## src/rtl/msix_resp_pkg.sv

```systemverilog
package msix_resp_pkg;

  // dword slots within one 16-byte entry
  localparam int unsigned DW_ADDR_LO = 0;
  localparam int unsigned DW_ADDR_HI = 1;
  localparam int unsigned DW_DATA    = 2;
  localparam int unsigned DW_VCTRL   = 3;

  typedef logic [3:0][31:0] vec_entry_t;

  function automatic int unsigned pba_offset(int unsigned n_vec);
    return ((n_vec * 16 + 4095) / 4096) * 4096;
  endfunction

  function automatic int unsigned pba_bytes(int unsigned n_vec);
    return ((n_vec - 1) / 64 + 1) * 8;
  endfunction

endpackage

```

## src/rtl/msix_acc_decode.sv

```systemverilog
module msix_acc_decode
  import msix_resp_pkg::*;
#(
  parameter int unsigned NUM_VEC = 8,
  parameter int unsigned ADDR_W  = 13,
  parameter int unsigned IDX_W   = 3
) (
  input  logic [ADDR_W-1:0] addr_i,
  input  logic [3:0]        size_i,
  output logic              size_ok_o,
  output logic              size8_o,
  output logic              aligned_o,
  output logic              in_table_o,
  output logic              in_pba_o,
  output logic [IDX_W-1:0]  idx_o,
  output logic [1:0]        dw_o
);
  localparam int unsigned PBA_LO_I = pba_offset(NUM_VEC);
  localparam int unsigned PBA_HI_I = PBA_LO_I + pba_bytes(NUM_VEC);
  localparam logic [ADDR_W:0]   PBA_LO  = (ADDR_W+1)'(PBA_LO_I);
  localparam logic [ADDR_W:0]   PBA_HI  = (ADDR_W+1)'(PBA_HI_I);
  localparam logic [ADDR_W-5:0] VEC_LIM = (ADDR_W-4)'(NUM_VEC);

  logic [ADDR_W-5:0] ent;
  logic              size4;

  assign ent        = addr_i[ADDR_W-1:4];
  assign size4      = (size_i == 4'd4);
  assign size8_o    = (size_i == 4'd8);
  assign size_ok_o  = size4 | size8_o;
  assign aligned_o  = size8_o ? (addr_i[2:0] == 3'b000) : (addr_i[1:0] == 2'b00);
  assign in_table_o = (ent < VEC_LIM);
  assign in_pba_o   = ({1'b0, addr_i} >= PBA_LO) && ({1'b0, addr_i} < PBA_HI);
  assign idx_o      = ent[IDX_W-1:0];
  assign dw_o       = addr_i[3:2];

endmodule

```

## src/rtl/msix_vec_store.sv

```systemverilog
module msix_vec_store
  import msix_resp_pkg::*;
#(
  parameter int unsigned NUM_VEC = 8,
  parameter int unsigned IDX_W   = 3
) (
  input  logic             clk_i,
  input  logic             rst_ni,
  input  logic             wr_en_i,
  input  logic             wr_pair_i,
  input  logic [IDX_W-1:0] wr_idx_i,
  input  logic [1:0]       wr_dw_i,
  input  logic [63:0]      wr_data_i,
  input  logic [IDX_W-1:0] rd_idx_i,
  output vec_entry_t       rd_entry_o,
  input  logic [IDX_W-1:0] msg_idx_i,
  output logic [7:0]       msg_dest_o,
  output logic [7:0]       msg_vec_o,
  output logic             msg_masked_o
);
  localparam int unsigned DEPTH = 1 << IDX_W;

  vec_entry_t mem [DEPTH];
  logic [1:0] hi_dw;

  assign hi_dw = wr_dw_i | 2'b01;

  for (genvar g = 0; g < DEPTH; g++) begin : g_slot
    if (g < NUM_VEC) begin : g_live
      vec_entry_t ent_q;
      always_ff @(posedge clk_i or negedge rst_ni) begin
        if (!rst_ni) begin
          ent_q <= '0;
          ent_q[DW_VCTRL] <= 32'h1;
        end else if (wr_en_i && wr_idx_i == IDX_W'(g)) begin
          for (int w = 0; w < 4; w++) begin
            if (wr_pair_i && hi_dw == 2'(w)) ent_q[w] <= wr_data_i[63:32];
            else if (wr_dw_i == 2'(w))       ent_q[w] <= wr_data_i[31:0];
          end
        end
      end
      assign mem[g] = ent_q;
    end else begin : g_pad
      assign mem[g] = '0;
    end
  end

  assign rd_entry_o   = mem[rd_idx_i];
  assign msg_dest_o   = mem[msg_idx_i][DW_ADDR_LO][19:12];
  assign msg_vec_o    = mem[msg_idx_i][DW_DATA][7:0];
  assign msg_masked_o = mem[msg_idx_i][DW_VCTRL][0];

endmodule

```

## src/rtl/msix_msg_gate.sv

```systemverilog
module msix_msg_gate (
  input  logic       clk_i,
  input  logic       rst_ni,
  input  logic       trig_valid_i,
  input  logic       trig_in_range_i,
  input  logic       msix_en_i,
  input  logic       msix_fmask_i,
  input  logic       msi_en_i,
  input  logic       vec_masked_i,
  input  logic [7:0] dest_i,
  input  logic [7:0] vec_i,
  output logic       msg_valid_o,
  output logic [7:0] msg_dest_o,
  output logic [7:0] msg_vec_o
);
  logic fire;

  // plain MSI wins over vector messaging
  assign fire = trig_valid_i & trig_in_range_i & msix_en_i & ~msi_en_i
              & ~msix_fmask_i & ~vec_masked_i;

  always_ff @(posedge clk_i or negedge rst_ni) begin
    if (!rst_ni) begin
      msg_valid_o <= 1'b0;
      msg_dest_o  <= '0;
      msg_vec_o   <= '0;
    end else begin
      msg_valid_o <= fire;
      if (fire) begin
        msg_dest_o <= dest_i;
        msg_vec_o  <= vec_i;
      end
    end
  end

  a_r8_needs_enable: assert property (@(posedge clk_i) disable iff (!rst_ni)
    msg_valid_o |-> $past(msix_en_i && !msix_fmask_i && trig_valid_i));
  a_r8_needs_range: assert property (@(posedge clk_i) disable iff (!rst_ni)
    msg_valid_o |-> $past(trig_in_range_i));
  a_r10_msi_blocks: assert property (@(posedge clk_i) disable iff (!rst_ni)
    msi_en_i |=> !msg_valid_o);

endmodule

```

## src/rtl/msix_bar_resp.sv

```systemverilog
module msix_bar_resp
  import msix_resp_pkg::*;
#(
  parameter int unsigned NUM_VEC = 8,
  parameter int unsigned BAR_AW  = 13,
  parameter int unsigned TRIG_W  = 6
) (
  input  logic              clk_i,
  input  logic              rst_ni,
  input  logic              req_valid_i,
  input  logic              req_write_i,
  input  logic [BAR_AW-1:0] req_addr_i,
  input  logic [3:0]        req_size_i,
  input  logic [63:0]       req_wdata_i,
  output logic              rsp_valid_o,
  output logic [63:0]       rsp_rdata_o,
  input  logic              msix_en_i,
  input  logic              msix_fmask_i,
  input  logic              msi_en_i,
  input  logic              trig_valid_i,
  input  logic [TRIG_W-1:0] trig_index_i,
  output logic              msg_valid_o,
  output logic [7:0]        msg_dest_o,
  output logic [7:0]        msg_vec_o
);
  localparam int unsigned IDX_W = (NUM_VEC > 1) ? $clog2(NUM_VEC) : 1;

  logic             size_ok, size8, aligned, in_table, in_pba;
  logic [IDX_W-1:0] idx;
  logic [1:0]       dw;
  vec_entry_t       rd_entry;
  logic             wr_en, rd_req, acc_ok;
  logic [63:0]      rd_data;
  logic             trig_in_range;
  logic [7:0]       ent_dest, ent_vec;
  logic             ent_masked;

  msix_acc_decode #(.NUM_VEC(NUM_VEC), .ADDR_W(BAR_AW), .IDX_W(IDX_W)) u_dec (
    .addr_i(req_addr_i), .size_i(req_size_i),
    .size_ok_o(size_ok), .size8_o(size8), .aligned_o(aligned),
    .in_table_o(in_table), .in_pba_o(in_pba), .idx_o(idx), .dw_o(dw)
  );

  assign acc_ok = size_ok & aligned;
  assign wr_en  = req_valid_i & req_write_i & acc_ok & in_table;
  assign rd_req = req_valid_i & ~req_write_i;

  assign trig_in_range = (trig_index_i < TRIG_W'(NUM_VEC));

  msix_vec_store #(.NUM_VEC(NUM_VEC), .IDX_W(IDX_W)) u_store (
    .clk_i, .rst_ni,
    .wr_en_i(wr_en), .wr_pair_i(size8), .wr_idx_i(idx), .wr_dw_i(dw),
    .wr_data_i(req_wdata_i),
    .rd_idx_i(idx), .rd_entry_o(rd_entry),
    .msg_idx_i(trig_index_i[IDX_W-1:0]),
    .msg_dest_o(ent_dest), .msg_vec_o(ent_vec), .msg_masked_o(ent_masked)
  );

  always_comb begin
    if (!acc_ok)       rd_data = '1;
    else if (in_table) rd_data = size8 ? {rd_entry[dw | 2'b01], rd_entry[dw]}
                                       : {32'h0, rd_entry[dw]};
    else if (in_pba)   rd_data = '0;
    else               rd_data = '1;
  end

  always_ff @(posedge clk_i or negedge rst_ni) begin
    if (!rst_ni) begin
      rsp_valid_o <= 1'b0;
      rsp_rdata_o <= '0;
    end else begin
      rsp_valid_o <= rd_req;
      if (rd_req) rsp_rdata_o <= rd_data;
    end
  end

  msix_msg_gate u_gate (
    .clk_i, .rst_ni,
    .trig_valid_i, .trig_in_range_i(trig_in_range),
    .msix_en_i, .msix_fmask_i, .msi_en_i,
    .vec_masked_i(ent_masked), .dest_i(ent_dest), .vec_i(ent_vec),
    .msg_valid_o, .msg_dest_o, .msg_vec_o
  );

  a_r7_rsp_after_read: assert property (@(posedge clk_i) disable iff (!rst_ni)
    (req_valid_i && !req_write_i) |=> rsp_valid_o);
  a_r7_no_rsp_else: assert property (@(posedge clk_i) disable iff (!rst_ni)
    !(req_valid_i && !req_write_i) |=> !rsp_valid_o);
  a_r1_bad_size_ones: assert property (@(posedge clk_i) disable iff (!rst_ni)
    (req_valid_i && !req_write_i && req_size_i != 4'd4 && req_size_i != 4'd8)
    |=> (rsp_rdata_o == '1));
  a_r5_pba_zero: assert property (@(posedge clk_i) disable iff (!rst_ni)
    (req_valid_i && !req_write_i && size_ok && aligned && in_pba && !in_table)
    |=> (rsp_rdata_o == '0));

endmodule

```

## config.mk

```make
export PLATFORM = sky130hd
export DESIGN_NAME = msix_bar_resp
export DESIGN_NICKNAME = d
export VERILOG_FILES = /design/src/rtl/msix_resp_pkg.sv /design/src/rtl/msix_acc_decode.sv /design/src/rtl/msix_vec_store.sv /design/src/rtl/msix_msg_gate.sv /design/src/rtl/msix_bar_resp.sv
export SDC_FILE = /design/constraint.sdc
export NUM_CORES = 2
export LEC_CHECK = 0
export BUFFER_PORTS_ARGS = -buffer_cell sky130_fd_sc_hd__buf_4
export CORE_MARGIN = 5
export CORE_UTILIZATION = 60
export DETAILED_ROUTE_END_ITERATION = 7
export GPL_TIMING_DRIVEN = 1
export PLACE_DENSITY = 0.77
export RECOVER_POWER = 100
export SLEW_MARGIN = 20
export SYNTH_ARGS = -nofsm -noshare
export SYNTH_HDL_FRONTEND = slang
export SYNTH_SLANG_ARGS = --single-unit
```

## constraint.sdc

```tcl
create_clock -name clk_i -period 5.22 [get_ports clk_i]
set_clock_uncertainty 0.05 [all_clocks]
set_input_delay 0.261 -clock clk_i [delete_from_list [all_inputs] [get_ports clk_i]]
set_output_delay 0.261 -clock clk_i [all_outputs]
set_load 0.02 [all_outputs]
```

==> run summary <==
Register area share after synthesis - 55.0%
CP Cell Sequence - dlygate4sd3_1 > clkbuf_1 > nand3b_1 > and3_1 > and4b_2 > clkbuf_2 > nand3_1 > a221oi_1 > nor2_1
Final Util - 67.0%
Delay-heaviest family, CP - simple AND/OR/NAND/NOR gates
Setup violators final - 0
Vert. Die Dim - 300 microns
# DRC - 0
Setup_tns - 0 ns
Worst-path clk slew - 0.06 ns
Worst Path Buf+Inv - 3
Ports - 177
Synth-to-Final Area Change - 10.9%
Post-detail-place hpwl - 90.8 mm
Die Width - 300 microns
CTS buffer count - 111
Vias - 35735
DR iter-0 viols - 3680
Status - finished with violations
Avg Synthesized Cell Area - 12.2 sq um
Layout cells sized above 1 - 25.0%
DIE AREA - 0.0898 sq mm
Flops & latches, synth - 1106
Post-CTS setup buffers - 0
Clk Latency, worst-skew pair - 0.68 ns
Async SR Flop Fraction - 100%
CTS root buf - clkbuf_16
Distinct cell type count after synthesis - 55
Crit-path max cell delay - 0.96 ns
Synth Cell Area - 0.0503 sq mm
Port bufs - 176
Largest net degree at the start of global routing - 167
Fin nets - 4275
Num rows - 106
Synth warnings - 0
Detailed Routing Iterations Pass 1 - 6
Vias in the first global route - 36298
RSZ-0062 raised after global routing - no
Top-count cell post-synth - dfrtp_1
Register area - 0.0277 sq mm
Critical Path RT - 5.71 ns
First-pass GRT wire length - 228 mm
Final Cycle Share - 84.4%
CORE AREA - 0.0834 sq mm
Leak - 25.9 nW
Fin cells - 5352
F_max - 227 MHz
Antenna Nets Post-Route - 0
Post-Synthesis Cells - 4120
Yosys top cell area share - 54.6%
Gr ovfl total - 0
Top post-synthesis cells by area - dfrtp_1, mux2_2, mux4_2, nand2_1, mux2i_1
Maxcap violations - 16
Peak supply drop - 0.302 mV
Slew Limit Fails - 696
Inst Count DP - 5112
Hold WC Path Type - input port to flip-flop
Number of fill cells - 6061
Slew Limit Headroom - -172%
CP endpoint kind - flip-flop
Routability cong. - 0.901
Pwr/cell area - 317 mW/mm^2
Worst Max-Slew Pin Slew - 4.07 ns
Multi-input gate area in the final layout - 0.0211 sq mm
Fin crit period - 4.41 ns
Initial antenna violation count - 8
Worst Path Max Fanout - 31
Synth area leader - dfrtp_1
TritonCTS Sinks - 1106
Hold Vio Cnt, Final - 0
Starting Density - 60.3%
Via-per-instance ratio - 6.68
Crit path DAT - 4.90 ns
Commonest cells post-synth - dfrtp_1, nand2_1, mux2_2
EDFF count, synth - 0
TritonCTS clock tree - built
Most common flop cell mapped by yosys - dfrtp_1
Final WL - 150 mm
Routed WL per cell - 28.1 microns
Worst path slowest cell - clkbuf_2
Maximum clock path buffer count - 3
CP startpoint kind - input port
Failing checks - max-capacitance violations, max-slew violations
Syn nets - 4215
CP Class - input port to flip-flop
Gr usage total - 33.4%
H-Tree Level Count - 3
## final timing paths
path,startpoint,to,slack (ns),cells after the start
max in group asynchronous,rst_ni,u_store.g_slot[0].g_live.ent_q[44]$_DFFE_PN0P_,1.60,3
min in group asynchronous,rst_ni,u_store.g_slot[1].g_live.ent_q[109]$_DFFE_PN0P_,0.97,2
worst max register to register,u_store.g_slot[7].g_live.ent_q[96]$_DFFE_PN1P_,u_gate.msg_dest_o[5]$_DFFE_PN0P_,2.57,5
worst min-delay path,req_wdata_i[58],u_store.g_slot[4].g_live.ent_q[58]$_DFFE_PN0P_,0.01,3
worst max-delay path,req_addr_i[2],rsp_rdata_o[18]$_DFFE_PN0P_,0.81,9
worst min register to register,u_store.g_slot[4].g_live.ent_q[114]$_DFFE_PN0P_,u_store.g_slot[4].g_live.ent_q[114]$_DFFE_PN0P_,0.42,2
## registers in the layout, indices dropped and copies added (netlist names)
register and flops:
rsp_valid_o 1, u_store.g_slot.g_live.ent_q 1024, rsp_rdata_o 64, u_gate.msg_valid_o 1, u_gate.msg_dest_o 8, u_gate.msg_vec_o 8
## layer usage
metal	global-route usage [%]	vias up	share of wire, %
met4	14.1	2	4.8
met1	46.6	18295	40
met2	51.0	1918	46
li1	-	15105	-
met5	0	-	0.0087
met3	8.21	415	10
## area by class of cell
class / instances / share of cell area, %
antenna: 6 / 0.0269
clock inverter: 39 / 0.804
sequential: 1106 / 49.6
timing repair buffer: 303 / 3.63
inverter: 1 / 0.00672
tap: 1080 / 2.42
multi-input combinational: 2657 / 37.8
clock buffer: 160 / 5.72
## kinds of logic after synthesis
logic type / after synthesis / synth area share [%]
flip-flops: 1106 / 55.0
AO/OA/AOI/OAI: 991 / 11.3
multiplexers: 934 / 24.1
AND/OR/NAND/NOR: 731 / 6.23
buffers and inverters: 357 / 3.39
XOR/XNOR: 1 / 0.0174
## worst reg2reg max path, delay by kind of cell (launching register included)
| family | cells | cell delay [ns] |
|---|---|---|
| AND/OR/NAND/NOR | 2 | 1.14 |
| AO/OA/AOI/OAI | 1 | 0.16 |
| flip-flops | 1 | 0.38 |
| multiplexers | 2 | 0.85 |
## where the power goes
group	total, mW	internal (mW)	switching [mW]
clock	8.04	4.68	3.36
combinational	1.06	0.278	0.784
sequential	8.62	8.60	0.0161
total	17.7	13.6	4.16
## stage by stage
stage / area [sq um] / setup WS, ns / hold slack, ns / total power [mW]
after floorplan: 50300 / 2.85 / -0.0846 / 9.25
after global placement: 52300 / 0.895 / 0.324 / 9.82
after detailed placement: 52300 / 0.871 / 0.326 / 9.82
after CTS: 56300 / 1.58 / 0.000868 / 17.8
after global routing: 55800 / 0.792 / 0.0311 / 18.2
final: 55900 / 0.814 / 0.0108 / 17.7
## cells in the final DEF, fill, tap and decap left out, types with 8 or more instances in the layout
cell,n
a21oi_1,90
mux4_2,164
dfrtp_1,1098
o21ai_1,12
buf_4,132
a211oi_1,34
clkbuf_16,115
clkbuf_1,134
nor2b_1,19
mux2_1,66
bufinv_16,9
clkbuf_8,15
nand2_1,552
dlygate4sd3_1,34
mux2i_1,188
nand3_1,25
o211ai_1,13
and3_1,9
nor3_4,15
o22ai_1,62
clkbuf_2,23
mux2_2,516
nor2_1,52
clkinv_2,24
buf_12,8
a22oi_1,122
o21ai_0,600
o22a_1,17
a221oi_1,23
## repair_timing
item / 4_1_cts / 5_1_grt
hold buffers: 34 / 0
gates resized for setup: 0 / 0
hold endpoints to repair: 530 / 0
(Power assumes the default switching activity.)
